`config.mk`:
```
export PLATFORM = sky130hd
export DESIGN_NAME = bsm_mult_top
export DESIGN_NICKNAME = d
export VERILOG_FILES = /design/src/rtl/bsm_pkg.sv /design/src/rtl/bsm_stream_gen.sv /design/src/rtl/bsm_decoder.sv /design/src/rtl/bsm_voter.sv /design/src/rtl/bsm_mult_top.sv
export SDC_FILE = /design/constraint.sdc
export NUM_CORES = 2
export LEC_CHECK = 0
export ABC_AREA = 1
export BUFFER_PORTS_ARGS = -buffer_cell sky130_fd_sc_hd__buf_2
export CAP_MARGIN = 20
export CORE_AREA = 2 2 633 635
export DETAILED_ROUTE_END_ITERATION = 7
export DIE_AREA = 0 0 635 637
export PLACE_DENSITY = 0.3
export SYNTH_ARGS = -nofsm -noshare
export SYNTH_HDL_FRONTEND = slang
export SYNTH_HIERARCHICAL = 1
export SYNTH_SLANG_ARGS = --single-unit
```
`constraint.sdc`:
```
create_clock -name clk -period 13.2 [get_ports clk]
set_clock_uncertainty 0.1 [all_clocks]
set_input_delay 2.64 -clock clk [delete_from_list [all_inputs] [get_ports clk]]
set_output_delay 2.64 -clock clk [all_outputs]
set_load 0.02 [all_outputs]
```
`src/rtl/bsm_pkg.sv`:
```
// Package: shared sizing helpers for the redundant bit-stream multiplier.
// Assumes operands of at least 1 bit and a power-of-two repetition factor.
package bsm_pkg;

    // Length of the base stream: the largest product value.
    function automatic int base_len(input int opw);
        return ((1 << opw) - 1) * ((1 << opw) - 1);
    endfunction

    // Full redundant length: REP copies of each base bit plus a REP-1 bit tail.
    function automatic int stream_len(input int opw, input int rep);
        return base_len(opw) * rep + (rep - 1);
    endfunction

endpackage

```
`src/rtl/bsm_stream_gen.sv`:
```
// Module: builds the redundant unary stream for op_a * op_b.
// The base stream holds weighted bit-pair products, heaviest segment on top.
// Each base bit is widened to REP copies, and an offset tail of REP/2 ones
// then REP/2-1 zeros is added. Purely combinational.
module bsm_stream_gen #(
    parameter int OPW = 3,
    parameter int REP = 8
) (
    input  logic [OPW-1:0]                          op_a,
    input  logic [OPW-1:0]                          op_b,
    output logic [bsm_pkg::stream_len(OPW,REP)-1:0] stream
);
    localparam int BASE_W    = bsm_pkg::base_len(OPW);
    localparam int TAIL_W    = REP - 1;
    localparam int TAIL_ONES = REP / 2;

    logic [BASE_W-1:0] base;

    // Fill the base stream top-down: by weight, then by op_a bit index high to low.
    always_comb begin
        int pos;
        base = '0;
        pos  = BASE_W;
        for (int k = 2*OPW-2; k >= 0; k--) begin
            for (int i = OPW-1; i >= 0; i--) begin
                if ((k - i) >= 0 && (k - i) < OPW) begin
                    for (int r = 0; r < (1 << k); r++) begin
                        pos = pos - 1;
                        base[pos] = op_a[i] & op_b[k-i];
                    end
                end
            end
        end
    end

    // Widen every base bit to REP identical copies above the tail.
    for (genvar g = 0; g < BASE_W; g++) begin : g_rep
        assign stream[TAIL_W + g*REP +: REP] = {REP{base[g]}};
    end

    // Constant offset tail: TAIL_ONES ones followed by zeros.
    assign stream[TAIL_W-1:0] = {{TAIL_ONES{1'b1}}, {(TAIL_W-TAIL_ONES){1'b0}}};

endmodule

```
`src/rtl/bsm_decoder.sv`:
```
// Module: one decoder copy. Counts the ones of (stream ^ mask) and divides
// by REP with floor rounding. Assumes REP is a power of two and that the
// quotient fits PROD_W bits.
module bsm_decoder #(
    parameter int STR_W  = 399,
    parameter int REP    = 8,
    parameter int PROD_W = 6
) (
    input  logic [STR_W-1:0]  stream,
    input  logic [STR_W-1:0]  mask,
    output logic [PROD_W-1:0] value
);
    localparam int CNT_W  = $clog2(STR_W + 1);
    localparam int REP_LG = $clog2(REP);

    logic [STR_W-1:0] seen;
    logic [CNT_W-1:0] ones;

    assign seen = stream ^ mask;

    // Population count of the stream as this copy sees it.
    always_comb begin
        ones = '0;
        for (int n = 0; n < STR_W; n++) begin
            ones = ones + CNT_W'(seen[n]);
        end
    end

    // Floor division by REP is a right shift.
    assign value = ones[REP_LG +: PROD_W];

endmodule

```
`src/rtl/bsm_voter.sv`:
```
// Module: bitwise two-of-three majority over W-bit words.
// Assumes at most one input disagrees in any given bit position.
module bsm_voter #(
    parameter int W = 6
) (
    input  logic [W-1:0] in0,
    input  logic [W-1:0] in1,
    input  logic [W-1:0] in2,
    output logic [W-1:0] voted
);
    assign voted = (in0 & in1) | (in0 & in2) | (in1 & in2);
endmodule

```
`src/rtl/bsm_mult_top.sv`:
```
// Module: redundant bit-stream multiplier top. Generates the stream and
// decodes it with three masked decoders. The voted product is registered
// when in_valid is high. Synchronous active-low reset.
module bsm_mult_top #(
    parameter int OPW    = 3,
    parameter int REP    = 8,
    parameter int STR_W  = bsm_pkg::stream_len(OPW, REP),
    parameter int PROD_W = $clog2(bsm_pkg::base_len(OPW) + 1)
) (
    input  logic              clk,
    input  logic              rst_n,
    input  logic              in_valid,
    input  logic [OPW-1:0]    op_a,
    input  logic [OPW-1:0]    op_b,
    input  logic [STR_W-1:0]  flip_m0,
    input  logic [STR_W-1:0]  flip_m1,
    input  logic [STR_W-1:0]  flip_m2,
    output logic [STR_W-1:0]  stream_o,
    output logic              out_valid,
    output logic [PROD_W-1:0] product_o
);
    localparam int COPIES = 3;

    logic [STR_W-1:0]  masks [COPIES];
    logic [PROD_W-1:0] dec_val [COPIES];
    logic [PROD_W-1:0] voted;

    assign masks[0] = flip_m0;
    assign masks[1] = flip_m1;
    assign masks[2] = flip_m2;

    bsm_stream_gen #(.OPW(OPW), .REP(REP)) u_gen (
        .op_a   (op_a),
        .op_b   (op_b),
        .stream (stream_o)
    );

    for (genvar c = 0; c < COPIES; c++) begin : g_dec
        bsm_decoder #(.STR_W(STR_W), .REP(REP), .PROD_W(PROD_W)) u_dec (
            .stream (stream_o),
            .mask   (masks[c]),
            .value  (dec_val[c])
        );
    end

    bsm_voter #(.W(PROD_W)) u_vote (
        .in0   (dec_val[0]),
        .in1   (dec_val[1]),
        .in2   (dec_val[2]),
        .voted (voted)
    );

    // Capture the voted product on a strobe; valid follows the strobe.
    always_ff @(posedge clk) begin
        if (!rst_n) begin
            out_valid <= 1'b0;
            product_o <= '0;
        end else begin
            out_valid <= in_valid;
            if (in_valid) product_o <= voted;
        end
    end

endmodule

```
Word level (Yosys, flattened, before mapping). Cells that the tools add are included.

Bitwise logic cells: 17. $add $sub $neg: 1194.

Operator list (count): adder 9 x 1 -> 9 bit (1191); bitwise XOR 399 bit (3); bitwise AND 6 bit (3); OR 6 bit (2); bitwise AND 1 bit (9); adder 1 x 1 -> 2 bit (3).

Bits in registers: 7. Word-level logic and storage cells: 1213. Output and inout bits: 406. Input bits: 1206.

Depth between registers and ports, before layout.
Depth in word-level cells: 403. Mapped depth: 43. Mapped depth without buffers: 42.

Hierarchy. The synthesis kept the hierarchy.

By module, submodules not included: bsm_decoder at g_dec[2].u_dec (sequential area each 0.0 µm², cells an instance 1243, area each 13357.8 µm², instances 1); bsm_decoder at g_dec[1].u_dec (sequential area each 0.0 µm², cells an instance 1243, area each 13356.6 µm², instances 1); bsm_decoder at g_dec[0].u_dec (sequential area each 0.0 µm², cells an instance 1226, area each 13294.0 µm², instances 1); bsm_stream_gen (sequential area each 0.0 µm², cells an instance 410, area each 3002.9 µm², instances 1); bsm_mult_top (sequential area each 140.1 µm², cells an instance 40, area each 271.5 µm², instances 1); bsm_voter (sequential area each 0.0 µm², cells an instance 24, area each 127.6 µm², instances 1).

Worst setup path before layout. Ideal clock, no wire load.

Kind: input-to-reg. Start: input port op_a[2]. End: register product_o[3]. Buffers on the path: 1. Setup time: 113 ps. Stages on the path: 41. Path slack: 231 ps. Arrival: 12757 ps. Required time: 12987 ps. Cells stage by stage: nand2_1 -> inv_1 -> buf_4 -> xor2_1 -> fa_1 -> fa_1 -> inv_1 -> fa_1 -> inv_1 -> fa_1 -> fa_1 -> inv_1 -> fa_1 -> inv_1 -> fa_1 -> inv_1 -> fa_1 -> fa_1 -> [5 not listed] -> inv_1 -> ha_1 -> nand3_1 -> nand2_1 -> nand2_1 -> nand2_1 -> nand2_1 -> nand2_2 -> nand2_1 -> nand2_1 -> nand2_1 -> nand2_1 -> nand2_1 -> nand3_2 -> inv_1 -> nand2_1 -> nand2_1 -> nor2_1.

RTL lines: start: declaration (RTL line bsm_mult_top.sv:13) `input logic [OPW-1:0] op_a,`; end signal: assignment (RTL line bsm_mult_top.sv:60) `if (in_valid) product_o <= voted;`; end: declaration (RTL line bsm_mult_top.sv:20) `output logic [PROD_W-1:0] product_o`.

==> summary.md <==
| Metric | Value |
|---|---|
| Max Cap Violations | `0` |
| DRT Wirelength | `about 270000 um` |
| Post-synthesis sequential area ratio | `less than 1%` |
| Max Root-Sink Buffers | `2` |
| Port bufs | `approximately 1600` |
| DRT iter0 DRCs | `907` |
| Placed instance count | `around 11000` |
| Final WS setup | `approximately 0.67 ns` |
| Flop and latch count out of synthesis | `7` |
| Worst Path Required | `roughly 13 ns` |
| Setup violators final | `0` |
| First-pass GRT wire length | `roughly 350000 um` |
| Total GRT Usage | `about an eighth` |
| Die W | `about 640 um` |
| Worst path most repeated cell | `fa_1` |
| Outcome | `complete, no violations` |
| Reg-to-reg endpoint | `product_o[3]` |
| Sink Count | `7` |
| Fillers | `roughly 46000` |
| Clock Latency Late Sink | `around 0.24 ns` |
| Fmax | `approximately 80 MHz` |
| Endpoint, Worst Hold | `product_o[1]` |
| Fin crit share | `95.0%` |
| DRC | `0` |
| Tightest Pin Transition | `just over 0.9 ns` |
| Crit Path Max Fanout | `around 100` |
| Min-delay worst type | `register to register` |
| Row count | `between 200 and 250` |
| H-tree levels | `1` |
| CP endpoint kind | `register` |
| Crit Path Category | `input port to register` |
| Overall via count from detail_route | `31465` |
| Vias/cell | `about 2.9` |
| # IOs | `1612` |
| Unrepaired setup endpoints after global routing | `no` |
| Post-CTS Setup Bufs | `0` |
| GRT overflow | `0` |
| Worst Hold Launch | `product_o[1]` |
| Pre-antenna DRT Iters | `5` |
| Commonest non-fill, non-tap cell in the layout | `buf_2` |
| Most frequent cells in the layout | `buf_2, fa_1, inv_1` |
| Critical Path Slowest Stage Cell | `fa_1` |
| Max transition margin | `about two fifths` |
| Fin. Hold Viols | `0` |
| Setup slack after placement | `0.297 ns` |
| Area grow syn2layout | `29.5%` |
| Post-route ant nets | `0` |
| R2r startpoint | `product_o[3]` |
| Core area | `~0.40 mm^2` |
| Hold buffers post-CTS | `0` |
| CP max stage delay | `roughly 0.67 ns` |
| Synthesis Warnings | `6` |
| Final std cells w/o fill | `roughly 11000` |
| Fin crit period | `12.53 ns` |
| Max-slew violations | `0` |
| Vias in the first global route | `36793` |
| Setup TNS | `0 ns` |
| Nets | `roughly 8000` |
| Largest net degree at the start of global routing | `102` |
| CTS resizes | `0` |
| R2R depth | `2` |
| Syn Inst Count | `between 4000 and 5000` |
| Mean Syn Cell Area | `between 10 and 15 um^2` |
| Initial antenna violation count | `just over 200` |
| Die Height | `637 um` |
| CTS tree | `yes` |
| Worst Hold Depth | `2` |
| Root buf cell | `clkbuf_16` |
| Final core occ | `approximately 14%` |
| Share of cells above drive strength 1 | `between 30% and 40%` |
| CP arrival | `12.61 ns` |
| Reg-to-reg slack, setup | `12.53 ns` |
| Die Area | `a little over 0.4 mm^2` |
| WL per Instance | `about 25 um` |
| Crit path launch | `op_b[2]` |
| Num CTS Buffers | `3` |
| RD Place Congestion | `0.844` |
| Initial core utilization | `approximately 11%` |
| Startpoint types | `input port` |
| Cell variety after synth | `18` |
| Detailed placer's ending HPWL | `roughly 260000 um` |
| Mapped Area | `0.0434 mm^2` |
| CTS clock-pin slew for the worst setup and hold paths | `0.04 ns` |
==> metal layers <==
metal  track usage [%]  vias to the layer above  wire length [um]
met1              15.8                    16116            110000
met3              1.27                      326              8090
met2              26.2                     1023            151000
met4             0.601                       58              2410
li1                  -                    13942                 -
met5                 0                        -               369
==> sequential cells by signal, indices dropped and copies added, names as in the netlist <==
register	flops
product_o	6
out_valid	1
==> final cells by class <==
class / count / area (um^2) / share of cell area, %
Antenna cell: 33 / 82.6 / 0.147
Clock buffer: 4 / 78.8 / 0.140
Tap cell: 5265 / 6590 / 11.7
Multi-Input combinational cell: 2687 / 36200 / 64.4
Inverter: 1106 / 4200 / 7.48
Timing Repair Buffer: 1693 / 8920 / 15.9
Sequential cell: 7 / 140 / 0.249
==> logic make-up after synthesis <==
logic type	share of synthesized area [%]
buffers and inverters	16.3
adder cells (fa/ha/maj)	57.2
XOR/XNOR	24.3
AND/OR/NAND/NOR	1.51
AO/OA/AOI/OAI	0.274
flip-flops	0.323
other	0.0173
==> stage by stage <==
stage	instance area, um^2	hold WS, ns
global route	56200	0.391
floorplan	43400	0.444
detailed placement	56100	0.366
CTS	56100	0.373
global placement	56100	0.367
finish	56200	0.370
==> Yosys cell counts <==
master | count | area, um^2
fa_1 | 1143 | 22900
inv_1 | 1106 | 4150
xor2_1 | 724 | 6340
xnor2_1 | 482 | 4220
buf_4 | 390 | 2930
ha_1 | 156 | 1950
nand2_1 | 109 | 409
nor2_1 | 24 | 90.1
nand3_1 | 12 | 60.1
a21oi_1 | 11 | 55.1
dfxtp_1 | 7 | 140
nand2_2 | 6 | 37.5
nand3_2 | 6 | 60.1
a211oi_1 | 4 | 30.0
a211oi_2 | 2 | 25.0
conb_1 | 2 | 7.51
a21oi_2 | 1 | 8.76
buf_6 | 1 | 11.3
==> worst max-delay path: cells and delay by family <==
kind | cells | cell delay, ns
buf+inv | 13 | 1.45
simple gates | 12 | 1.05
fa+ha+maj | 13 | 6.61
xor+xnor | 2 | 0.67
==> worst max-delay path by stage <==
stage                   end  cells after the start
3_3_place_gp   product_o[5]                     42
6_report       product_o[2]                     40
4_1_cts        product_o[5]                     42
5_1_grt        product_o[2]                     40
2_1_floorplan  product_o[3]                     41
3_5_place_dp   product_o[5]                     42
Power is not shown: default switching activity piles up to over one toggle a cycle in this logic, so the estimate is an artifact.
